--- src/rtl/prio_map_decoder.sv ---
module prio_map_decoder #(
  parameter int unsigned ADDR_W   = 16,
  parameter int unsigned IO_SPAN  = 64,
  parameter int unsigned MAP_OFS  = 61,
  parameter logic [7:0]  MAP_RST  = 8'h01,
  parameter logic [ADDR_W-1:0] EE_BASE = 16'hB600,
  parameter int unsigned EE_SIZE  = 512,
  parameter logic [ADDR_W-1:0] NV_BASE = 16'hB000,
  parameter int unsigned NV_SIZE  = 4096,
  parameter int unsigned RAM_SIZE = 1024
) (
  input  logic              clk,
  input  logic              rst_n,
  input  logic [ADDR_W-1:0] addr,
  input  logic              wr_en,
  input  logic [7:0]        wr_data,
  output logic [3:0]        sel,
  output logic [ADDR_W-1:0] offset,
  output logic              none
);
  localparam int unsigned LOW_W = ADDR_W - 4;
  localparam logic [ADDR_W:0] IO_LIM  = IO_SPAN[ADDR_W:0];
  localparam logic [ADDR_W:0] EE_LIM  = EE_SIZE[ADDR_W:0];
  localparam logic [ADDR_W:0] NV_LIM  = NV_SIZE[ADDR_W:0];
  localparam logic [ADDR_W:0] RAM_LIM = RAM_SIZE[ADDR_W:0];
  localparam logic [ADDR_W-1:0] MAP_OFF = MAP_OFS[ADDR_W-1:0];

  logic [7:0] map_q;
  logic [ADDR_W-1:0] io_base, ram_base;
  logic [ADDR_W-1:0] io_off, ee_off, nv_off, ram_off;
  logic io_hit, ee_hit, nv_hit, ram_hit;

  assign io_base  = {map_q[3:0], {LOW_W{1'b0}}};
  assign ram_base = {map_q[7:4], {LOW_W{1'b0}}};

  assign io_off  = addr - io_base;
  assign ee_off  = addr - EE_BASE;
  assign nv_off  = addr - NV_BASE;
  assign ram_off = addr - ram_base;

  assign io_hit  = {1'b0, io_off}  < IO_LIM;
  assign ee_hit  = {1'b0, ee_off}  < EE_LIM;
  assign nv_hit  = {1'b0, nv_off}  < NV_LIM;
  assign ram_hit = {1'b0, ram_off} < RAM_LIM;

  always_comb begin
    sel    = 4'b0000;
    offset = '0;
    if (io_hit) begin
      sel    = 4'b0001;
      offset = io_off;
    end else if (ee_hit) begin
      sel    = 4'b0010;
      offset = ee_off;
    end else if (nv_hit) begin
      sel    = 4'b0100;
      offset = nv_off;
    end else if (ram_hit) begin
      sel    = 4'b1000;
      offset = ram_off;
    end
  end

  assign none = ~(io_hit | ee_hit | nv_hit | ram_hit);

  always_ff @(posedge clk) begin
    if (!rst_n)
      map_q <= MAP_RST;
    else if (wr_en && io_hit && io_off == MAP_OFF)
      map_q <= wr_data;
  end
endmodule

--- config.mk ---
export PLATFORM = sky130hd
export DESIGN_NAME = prio_map_decoder
export DESIGN_NICKNAME = d
export VERILOG_FILES = /design/src/rtl/prio_map_decoder.sv
export SDC_FILE = /design/constraint.sdc
export NUM_CORES = 1
export LEC_CHECK = 0
export BUFFER_PORTS_ARGS = -buffer_cell sky130_fd_sc_hd__buf_2
export CELL_PAD_IN_SITES_DETAIL_PLACEMENT = 0
export CELL_PAD_IN_SITES_GLOBAL_PLACEMENT = 1
export CORE_ASPECT_RATIO = 0.7
export CORE_MARGIN = 5
export CORE_UTILIZATION = 33
export CTS_BUF_LIST = sky130_fd_sc_hd__clkbuf_8
export DETAILED_ROUTE_END_ITERATION = 8
export GPL_TIMING_DRIVEN = 0
export PLACE_DENSITY_LB_ADDON = 0.1
export SLEW_MARGIN = 20
export SYNTH_ARGS = -nofsm -noshare
export SYNTH_HDL_FRONTEND = slang
export SYNTH_SLANG_ARGS = --single-unit
--- constraint.sdc ---
create_clock -name clk -period 3 [get_ports clk]
set_input_delay 0.15 -clock clk [delete_from_list [all_inputs] [get_ports clk]]
set_output_delay 0.15 -clock clk [all_outputs]
set_load 0.005 [all_outputs]
==> impl_metrics.tcl, run 1 <==
set metrics [dict create \
    finalNetCount 206 \
    cts-root-buf "clkbuf_8" \
    drt-total-wl_mm 2.40 \
    synth-main-ff-cell "dfxtp_1" \
    rows 16 \
    final_common_cell "buf_2" \
    endpoint_kind "output pin" \
    start_kind "register" \
    r2r_start "map_q[0]" \
    fin_crit_sh 0.840 \
    place_congestion 0.819 \
    final.setup_skew_ns 0.00201 \
    cts_made_buffers 3 \
    drtAntennaViolNets 0 \
    drive_above_1_share 0.355 \
    setup_ws_ns 0.481 \
    htreeDepth 1 \
    hold_class "in -> reg" \
    drcViolationCount 0 \
    setup_viol 0 \
    p_leak_nw 0.699 \
    postCtsHoldBufs 0 \
    min-delay-start "wr_data[2]" \
    rsz0062_at_grt "no" \
    largestRegisters "map_q: 8 flops" \
    io_pins 48 \
    syn_avg_cell_area_um2 8.20 \
    first_pass_iters 4 \
    finalPower_w 0.000317 \
    syn_to_final_growth_pct 32.1 \
    place_ws_ns 0.513 \
    cts.clk_slew.worst_paths_ns 0.04 \
    synth_edf_count 0 \
    wire_per_inst_um 11.9 \
    layout_common_cells "44 x buf_2, 18 x nand2_1, 13 x and2_1" \
    powerDensity_nw_per_um2 249 \
    grt_pass1_vias 949 \
    setup_tns_ns 0 \
    r2r_slack_ns 0.74 \
    fmax_ghz 0.397 \
    ir_worst_vdd_mv 0.150 \
    place_area_um2 1240 \
    vias 966 \
    yosysWarningCount 0 \
    critPathRequiredTime_ns 2.85 \
    cp.arrival_ns 2.37 \
    fin_util 0.456 \
    hpwl_mm 2.06 \
    slew_viol_final 0 \
    port_buffers 44 \
    rr_worst_depth 8 \
    synth-seq-cells 8 \
    max_flop_register "map_q" \
    timing.setup.critical_path_class "reg -> out" \
    holdPathStages 3 \
    viasPerCell 4.78 \
    outcome "finished clean" \
    antenna_found_initial 0 \
    cts_setup_buffers 0 \
    grt-ovfl-total 0 \
    syn_inst 118 \
    hold_violations 0 \
    ys_types 38 \
    max-cap-violations 0 \
    die_w_um 74.7 \
    design_area_um2 1280 \
    synth_area_um2 967 \
    drt_iter0_drc 29 \
    cts_tree "built" \
    start_util 0.345 \
    fin_crit_ns 2.52 \
    synthArstFlopShare 0 \
    insertion_delay_ns 0.22 \
    cts.path.max_buffers 2 \
    antennaDiodeCount 0 \
    cts_sinks 8 \
    dieArea_um2 4130 \
    ys_seq_area_frac 0.166 \
    largest_reg_flops 8 \
    nFillCells 293 \
    grt_max_degree 12 \
    path_max_fanout 8 \
    core_area_um2 2800 \
    grt_pass1_wl_mm 4.23 \
    whs_endpoint "map_q[2]" \
    post_cts_resized 0 \
    die_h_um 55.3 \
    grt.total_usage 0.126 \
    r2r_end "map_q[7]" \
]
==> logic make-up (layout without fill, tap and decap cells) <==
logic type,after synthesis,count (layout),synth area share
mux,7,7,0.0724
flops,8,8,0.166
buf+inv,17,64,0.0931
fa+ha+maj,11,11,0.158
compound gates,16,16,0.123
xor+xnor,6,6,0.0621
other cells,1,2,0.00388
simple gates,52,52,0.322
==> layout make-up <==
class                           count  area (µm²)  area share
Multi-Input combinational cell     94         721       0.564
Timing Repair Buffer               44         220       0.172
Sequential cell                     8         160       0.125
Buffer                              6        48.8      0.0382
Tap cell                           36        45.0      0.0353
Clock buffer                        3        41.3      0.0323
Inverter                           11        41.3      0.0323
==> routing by layer <==
metal  vias to the layer above  part of all wire  track usage
met1                       433              0.45        0.170
li1                        501                 -            -
met4                         0                 0       0.0152
met2                        32              0.48        0.195
met3                         0             0.072       0.0471
met5                         -                 0            0
==> worst max-delay path by stage <==
| stage | start | endpoint |
|---|---|---|
| 4_1_cts | map_q[0] | offset[12] |
| 3_5_place_dp | addr[12] | offset[12] |
| 6_report | map_q[0] | offset[12] |
| 5_1_grt | map_q[4] | offset[4] |
| 2_1_floorplan | map_q[0] | map_q[1] |
| 3_3_place_gp | addr[12] | offset[12] |
==> power by group <==
| part | total [W] | leakage, nW | internal (W) | switching [W] |
|---|---|---|---|---|
| logic | 0.0000848 | 0.613 | 0.0000414 | 0.0000434 |
| registers | 0.000107 | 0.0644 | 0.000107 | 0.000000000581 |
| clock network | 0.000126 | 0.0216 | 0.0000866 | 0.0000392 |
==> per-stage QoR <==
step / hold WS [ns] / std cells
floorplan: 0.289 / 119
global placement: 0.394 / 199
detailed placement: 0.399 / 199
CTS: 0.160 / 202
global route: 0.151 / 202
finish: 0.165 / 202
==> critical path, stage by stage, from the launching register on <==
cell and delay [ns]:
dfxtp_1 0.30, ha_1 0.19, inv_1 0.07, fa_1 0.42, nor4_2 0.31, o2111ai_2 0.28, and3b_2 0.31, and2_1 0.15
buf_2 0.12
==> cells in the mapped netlist (2+ instances only) <==
library cell | instances | area [µm²]
xnor2_1 | 4 | 35.0
and2_1 | 13 | 81.3
buf_6 | 2 | 22.5
buf_4 | 3 | 22.5
and3b_2 | 2 | 20.0
ha_1 | 9 | 113
nor4b_1 | 2 | 17.5
o211ai_1 | 2 | 15.0
nand4_1 | 2 | 12.5
nand2_1 | 18 | 67.6
nand3b_1 | 2 | 15.0
a21oi_1 | 5 | 25.0
nor3_1 | 3 | 15.0
dfxtp_1 | 8 | 160
fa_1 | 2 | 40.0
and3_1 | 2 | 12.5
mux2i_1 | 7 | 70.1
a21boi_0 | 2 | 15.0
inv_1 | 11 | 41.3
Note: power is estimated with default switching activity, not from simulation.
==> run 2, diff against run 1 <==
- CORE_UTILIZATION: 33 -> 30
- clock period: 3 -> 2.2 ns (I/O delays scaled with it)
==> run 2 against run 1 <==
Final area up 14%. Setup slack worse by 0.51 ns. Register-to-register slack worse by 0.70 ns. Global-route usage down 0.96 points. The run now ends with negative setup slack left. Sequential share of layout area down 1.2 points. Hold slack worse by 0.043 ns.
==> impl_metrics.tcl, run 2 (same netlist as run 1, synthesis figures left out) <==
set metrics [dict create \
    setup_tns_ns -0.157 \
    whs_endpoint "map_q[4]" \
    final_common_cell "buf_2" \
    timing.setup.critical_path_class "reg -> out" \
    htreeDepth 1 \
    fin_hold_ws_ns 0.122 \
    antennaDiodeCount 0 \
    start_kind "register" \
    holdPathStages 3 \
    cts-root-buf "clkbuf_8" \
    cts.clk_slew.worst_paths_ns 0.04 \
    finalNetCount 211 \
    outcome "complete, but fails checks" \
    grt_pass1_wl_mm 4.30 \
    r2r_end "map_q[6]" \
    rows 17 \
    cts.path.max_buffers 2 \
    hold_class "in -> reg" \
    cts_made_buffers 3 \
    place_ws_ns -0.211 \
    dieArea_um2 4480 \
    slew_viol_final 0 \
    start_util 0.309 \
    path_max_fanout 7 \
    rr_worst_depth 9 \
    hold_violations 0 \
    largest_reg_flops 8 \
    critPathRequiredTime_ns 2.09 \
    endpoint_kind "output pin" \
    finalPower_w 0.000453 \
    grt_pass1_vias 979 \
    drt-total-wl_mm 2.59 \
    vias 988 \
    worst_pin_slew_ns 0.567 \
    max_flop_register "map_q" \
    grt-ovfl-total 0 \
    die_w_um 77.9 \
    antenna_found_initial 0 \
    syn_to_final_growth_pct 51.2 \
    drive_above_1_share 0.503 \
    viasPerCell 4.73 \
    hpwl_mm 2.08 \
    io_pins 48 \
    port_buffers 44 \
    core_area_um2 3130 \
    violations "negative setup slack" \
    drtAntennaViolNets 0 \
    largestRegisters "map_q: 8 flops" \
    die_h_um 57.5 \
    powerDensity_nw_per_um2 310 \
    fmax_ghz 0.448 \
    setup_viol 9 \
    insertion_delay_ns 0.22 \
    fin_crit_sh 1.01 \
    r2r_start "map_q[0]" \
    wire_per_inst_um 12.4 \
    multi_input_area_um2 838 \
    cts_sinks 8 \
    cts_tree "built" \
    nFillCells 318 \
    max-cap-violations 0 \
    setup_ws_ns -0.0309 \
    grt.total_usage 0.116 \
    fin_util 0.468 \
    final.setup_skew_ns 0.000643 \
    rsz0062_at_grt "yes" \
    drt_iter0_drc 21 \
    r2r_slack_ns 0.04 \
    cp.arrival_ns 2.12 \
    seq_area_um2 165 \
    place_congestion 0.747 \
    relSlewSlack 0.619 \
    min-delay-start "wr_data[4]" \
    layout_common_cells "41 x buf_2, 18 x nand2_1, 11 x and2_1" \
    ir_worst_vdd_mv 0.164 \
    grt_max_degree 12 \
    drcViolationCount 0 \
    first_pass_iters 4 \
    p_leak_nw 0.751 \
    fin_crit_ns 2.23 \
]
-- run 2: power breakdown --
| part | switching [W] | internal, W |
|---|---|---|
| clock network | 0.0000496 | 0.000118 |
| logic | 0.0000700 | 0.0000699 |
| registers | 0.00000000102 | 0.000146 |
| total | 0.000120 | 0.000333 |
-- run 2: metal layers --
layer	GRT usage	vias up	routed length, µm
met5	0	-	0
met4	0.00735	0	0
met3	0.0379	0	143
met2	0.193	29	1210
met1	0.153	451	1240
li1	-	508	-
-- run 2: area by class of cell --
class                           instances  share of cell area
Timing Repair Buffer                   49               0.192
Multi-Input combinational cell         94               0.573
Tap cell                               38              0.0325
Clock buffer                            3              0.0282
Sequential cell                         8               0.113
Inverter                               11              0.0282
Buffer                                  6              0.0334
-- run 2: worst max-delay path by stage --
| stage | from | to | slack (ns) | depth (start not counted) |
|---|---|---|---|---|
| 4_1_cts | map_q[4] | offset[4] | -0.04 | 8 |
| 2_1_floorplan | map_q[0] | map_q[1] | 0.12 | 8 |
| 5_1_grt | map_q[4] | none | -0.18 | 9 |
| 6_report | map_q[4] | none | -0.03 | 9 |
| 3_3_place_gp | addr[12] | map_q[4] | -0.17 | 10 |
| 3_5_place_dp | addr[12] | map_q[6] | -0.21 | 10 |
-- run 2: through the flow --
stage / cell area (µm²) / cells
floorplan: 971 / 119
CTS: 1360 / 207
global route: 1460 / 209
finish: 1460 / 209
global placement: 1240 / 201
detailed placement: 1240 / 201
-- run 2: repair_timing --
| action | in CTS | in global routing |
|---|---|---|
| setup buffers | 3 | 2 |
| hold buffers | 0 | 0 |
| setup endpoints to repair | 26 | 26 |
| resized for setup | 12 | 19 |
| pin swaps | 12 | 14 |
-- run 2: worst max-delay path, stage by stage (launching register included) --
cell and delay (ns):
dfxtp_2 0.34, ha_4 0.13, inv_2 0.03, fa_1 0.46, nor4b_2 0.22, o211ai_1 0.21
nand4_1 0.23, buf_4 0.14, inv_2 0.03, buf_6 0.10
==> run 3, diff against run 2 <==
- CORE_UTILIZATION: 30 -> 35
- CTS_CLUSTER_SIZE: default -> 20
- SLEW_MARGIN: 20 -> default
- clock period: 2.2 -> 2.6 ns (I/O delays scaled with it)
==> run 3 against run 2 <==
First-iteration DRC count increased by 57%. Sequential power decreased by 16%. Power decreased by 18%. Hold slack improved by 0.022 ns. Cell count decreased by 2.9%. The run now ends clean. Critical path depth decreased by 1. Flip-flop and latch count unchanged. Clock skew about the same.
==> impl_metrics.tcl, run 3 (same netlist as run 1, synthesis figures left out) <==
set metrics [dict create \
    outcome "finished clean" \
    largestRegisters "map_q: 8 flops" \
    viasPerCell 4.77 \
    layout_common_cells "44 x buf_2, 18 x nand2_1, 13 x and2_1" \
    rows 16 \
    cts_tree "built" \
    final.setup_skew_ns 0.000794 \
    busiest_layer "met2" \
    vias 969 \
    ir_worst_vdd_mv 0.161 \
    antenna_found_initial 0 \
    rsz0062_at_grt "no" \
    met3_usage 0.0392 \
    max_flop_register "map_q" \
    setup_tns_ns 0 \
    whs_endpoint "map_q[6]" \
    die_h_um 54.0 \
    p_int_w 0.000271 \
    fmax_ghz 0.427 \
    setup_viol 0 \
    syn_to_final_growth_pct 32.9 \
    port_buffers 44 \
    drt_iter0_drc 33 \
    fin_hold_ws_ns 0.144 \
    first_pass_iters 4 \
    grt_pass1_vias 985 \
    timing.setup.critical_path_class "reg -> out" \
    switching_power_w 0.0000986 \
    htreeDepth 1 \
    dpl.cell_count 199 \
    place_ws_ns 0.169 \
    r2r_start "map_q[0]" \
    final_common_cell "buf_2" \
    endpoint_kind "output pin" \
    die_w_um 72.8 \
    grt_max_degree 12 \
    finalNetCount 207 \
    largest_reg_flops 8 \
    cts_sinks 8 \
    hold_class "in -> reg" \
    use_met1 0.169 \
    grt.total_usage 0.134 \
    drt-total-wl_mm 2.39 \
    drcViolationCount 0 \
    max-cap-violations 0 \
    cts.clk_slew.worst_paths_ns 0.04 \
    use_met2 0.238 \
    cts.path.max_buffers 2 \
    dieArea_um2 3930 \
    holdPathStages 3 \
    cts_made_buffers 3 \
    antennaDiodeCount 0 \
    min-delay-start "wr_data[6]" \
    clockPowerShare 0.403 \
    grt_pass1_wl_mm 4.24 \
    grt-ovfl-total 0 \
    drive_above_1_share 0.359 \
    start_util 0.355 \
    fin_util 0.472 \
    final_cells 203 \
    cp.arrival_ns 2.21 \
    setup_ws_ns 0.255 \
    core_area_um2 2720 \
    cts-root-buf "clkbuf_8" \
    powerDensity_nw_per_um2 288 \
    r2r_slack_ns 0.38 \
    p_leak_nw 0.703 \
    start_kind "register" \
    fin_crit_ns 2.34 \
    insertion_delay_ns 0.23 \
    p_seq_frac 0.333 \
    io_pins 48 \
    hold_violations 0 \
    r2r_end "map_q[7]" \
    p_comb_frac 0.264 \
    wire_per_inst_um 11.8 \
    place_congestion 0.784 \
    drtAntennaViolNets 0 \
    fin_crit_sh 0.902 \
    rr_worst_depth 9 \
    slew_viol_final 0 \
    hpwl_mm 2.06 \
    critPathRequiredTime_ns 2.47 \
    swShare 0.267 \
    path_max_fanout 7 \
]
## run 3: power groups by stage
| stage | Combinational, W | Sequential, W | Clock, W |
|---|---|---|---|
| 6_report | 0.0000976 | 0.000123 | 0.000149 |
| 4_1_cts | 0.0000992 | 0.000123 | 0.000154 |
| 2_1_floorplan | 0.0000528 | 0.000125 | 0 |
| 5_1_grt | 0.000112 | 0.000123 | 0.000158 |
| 3_3_place_gp | 0.0000961 | 0.000125 | 0 |
| 3_5_place_dp | 0.0000984 | 0.000125 | 0 |
## run 3: final cells by class
| cell class | instances | area, µm² |
|---|---|---|
| Fill cell | 305 | 1440 |
| Multi-Input combinational cell | 94 | 721 |
| Timing Repair Buffer | 45 | 228 |
| Sequential cell | 8 | 160 |
| Buffer | 6 | 48.8 |
| Tap cell | 36 | 45.0 |
| Clock buffer | 3 | 41.3 |
| Inverter | 11 | 41.3 |
## run 3: worst max path at each step
stage | start | endpoint | slack (ns) | depth (start not counted)
after floorplan | map_q[0] | map_q[1] | 0.52 | 8
after global placement | addr[12] | offset[12] | 0.20 | 10
after detailed placement | addr[12] | offset[13] | 0.17 | 10
after CTS | map_q[0] | offset[13] | 0.02 | 8
after global routing | map_q[6] | offset[4] | 0.08 | 8
final | map_q[4] | offset[5] | 0.26 | 8
## run 3: timing repair
action / in CTS / in global routing
endpoints found under the setup margin: 0 / 11
buffers inserted: 0 / 1
hold buffers: 0 / 0
gates resized for setup: 0 / 0
## run 3: per-layer routing
layer | vias to the layer above | part of all wire
li1 | 502 | -
met4 | 0 | 0
met1 | 432 | 0.46
met2 | 35 | 0.46
met5 | - | 0
met3 | 0 | 0.078
## run 3: worst max-delay path, cell delays in order (launching register included)
cell and delay [ns]:
dfxtp_1 0.33, ha_1 0.16, inv_1 0.05, fa_1 0.45
nor4b_1 0.26, o211ai_1 0.24, nand4_1 0.24, and2_1 0.16
buf_2 0.10
## run 3: metrics by stage
stage | total power [W] | area (µm²)
2_1_floorplan | 0.000178 | 971
3_3_place_gp | 0.000221 | 1240
3_5_place_dp | 0.000224 | 1240
4_1_cts | 0.000376 | 1280
5_1_grt | 0.000393 | 1280
6_report | 0.000370 | 1280
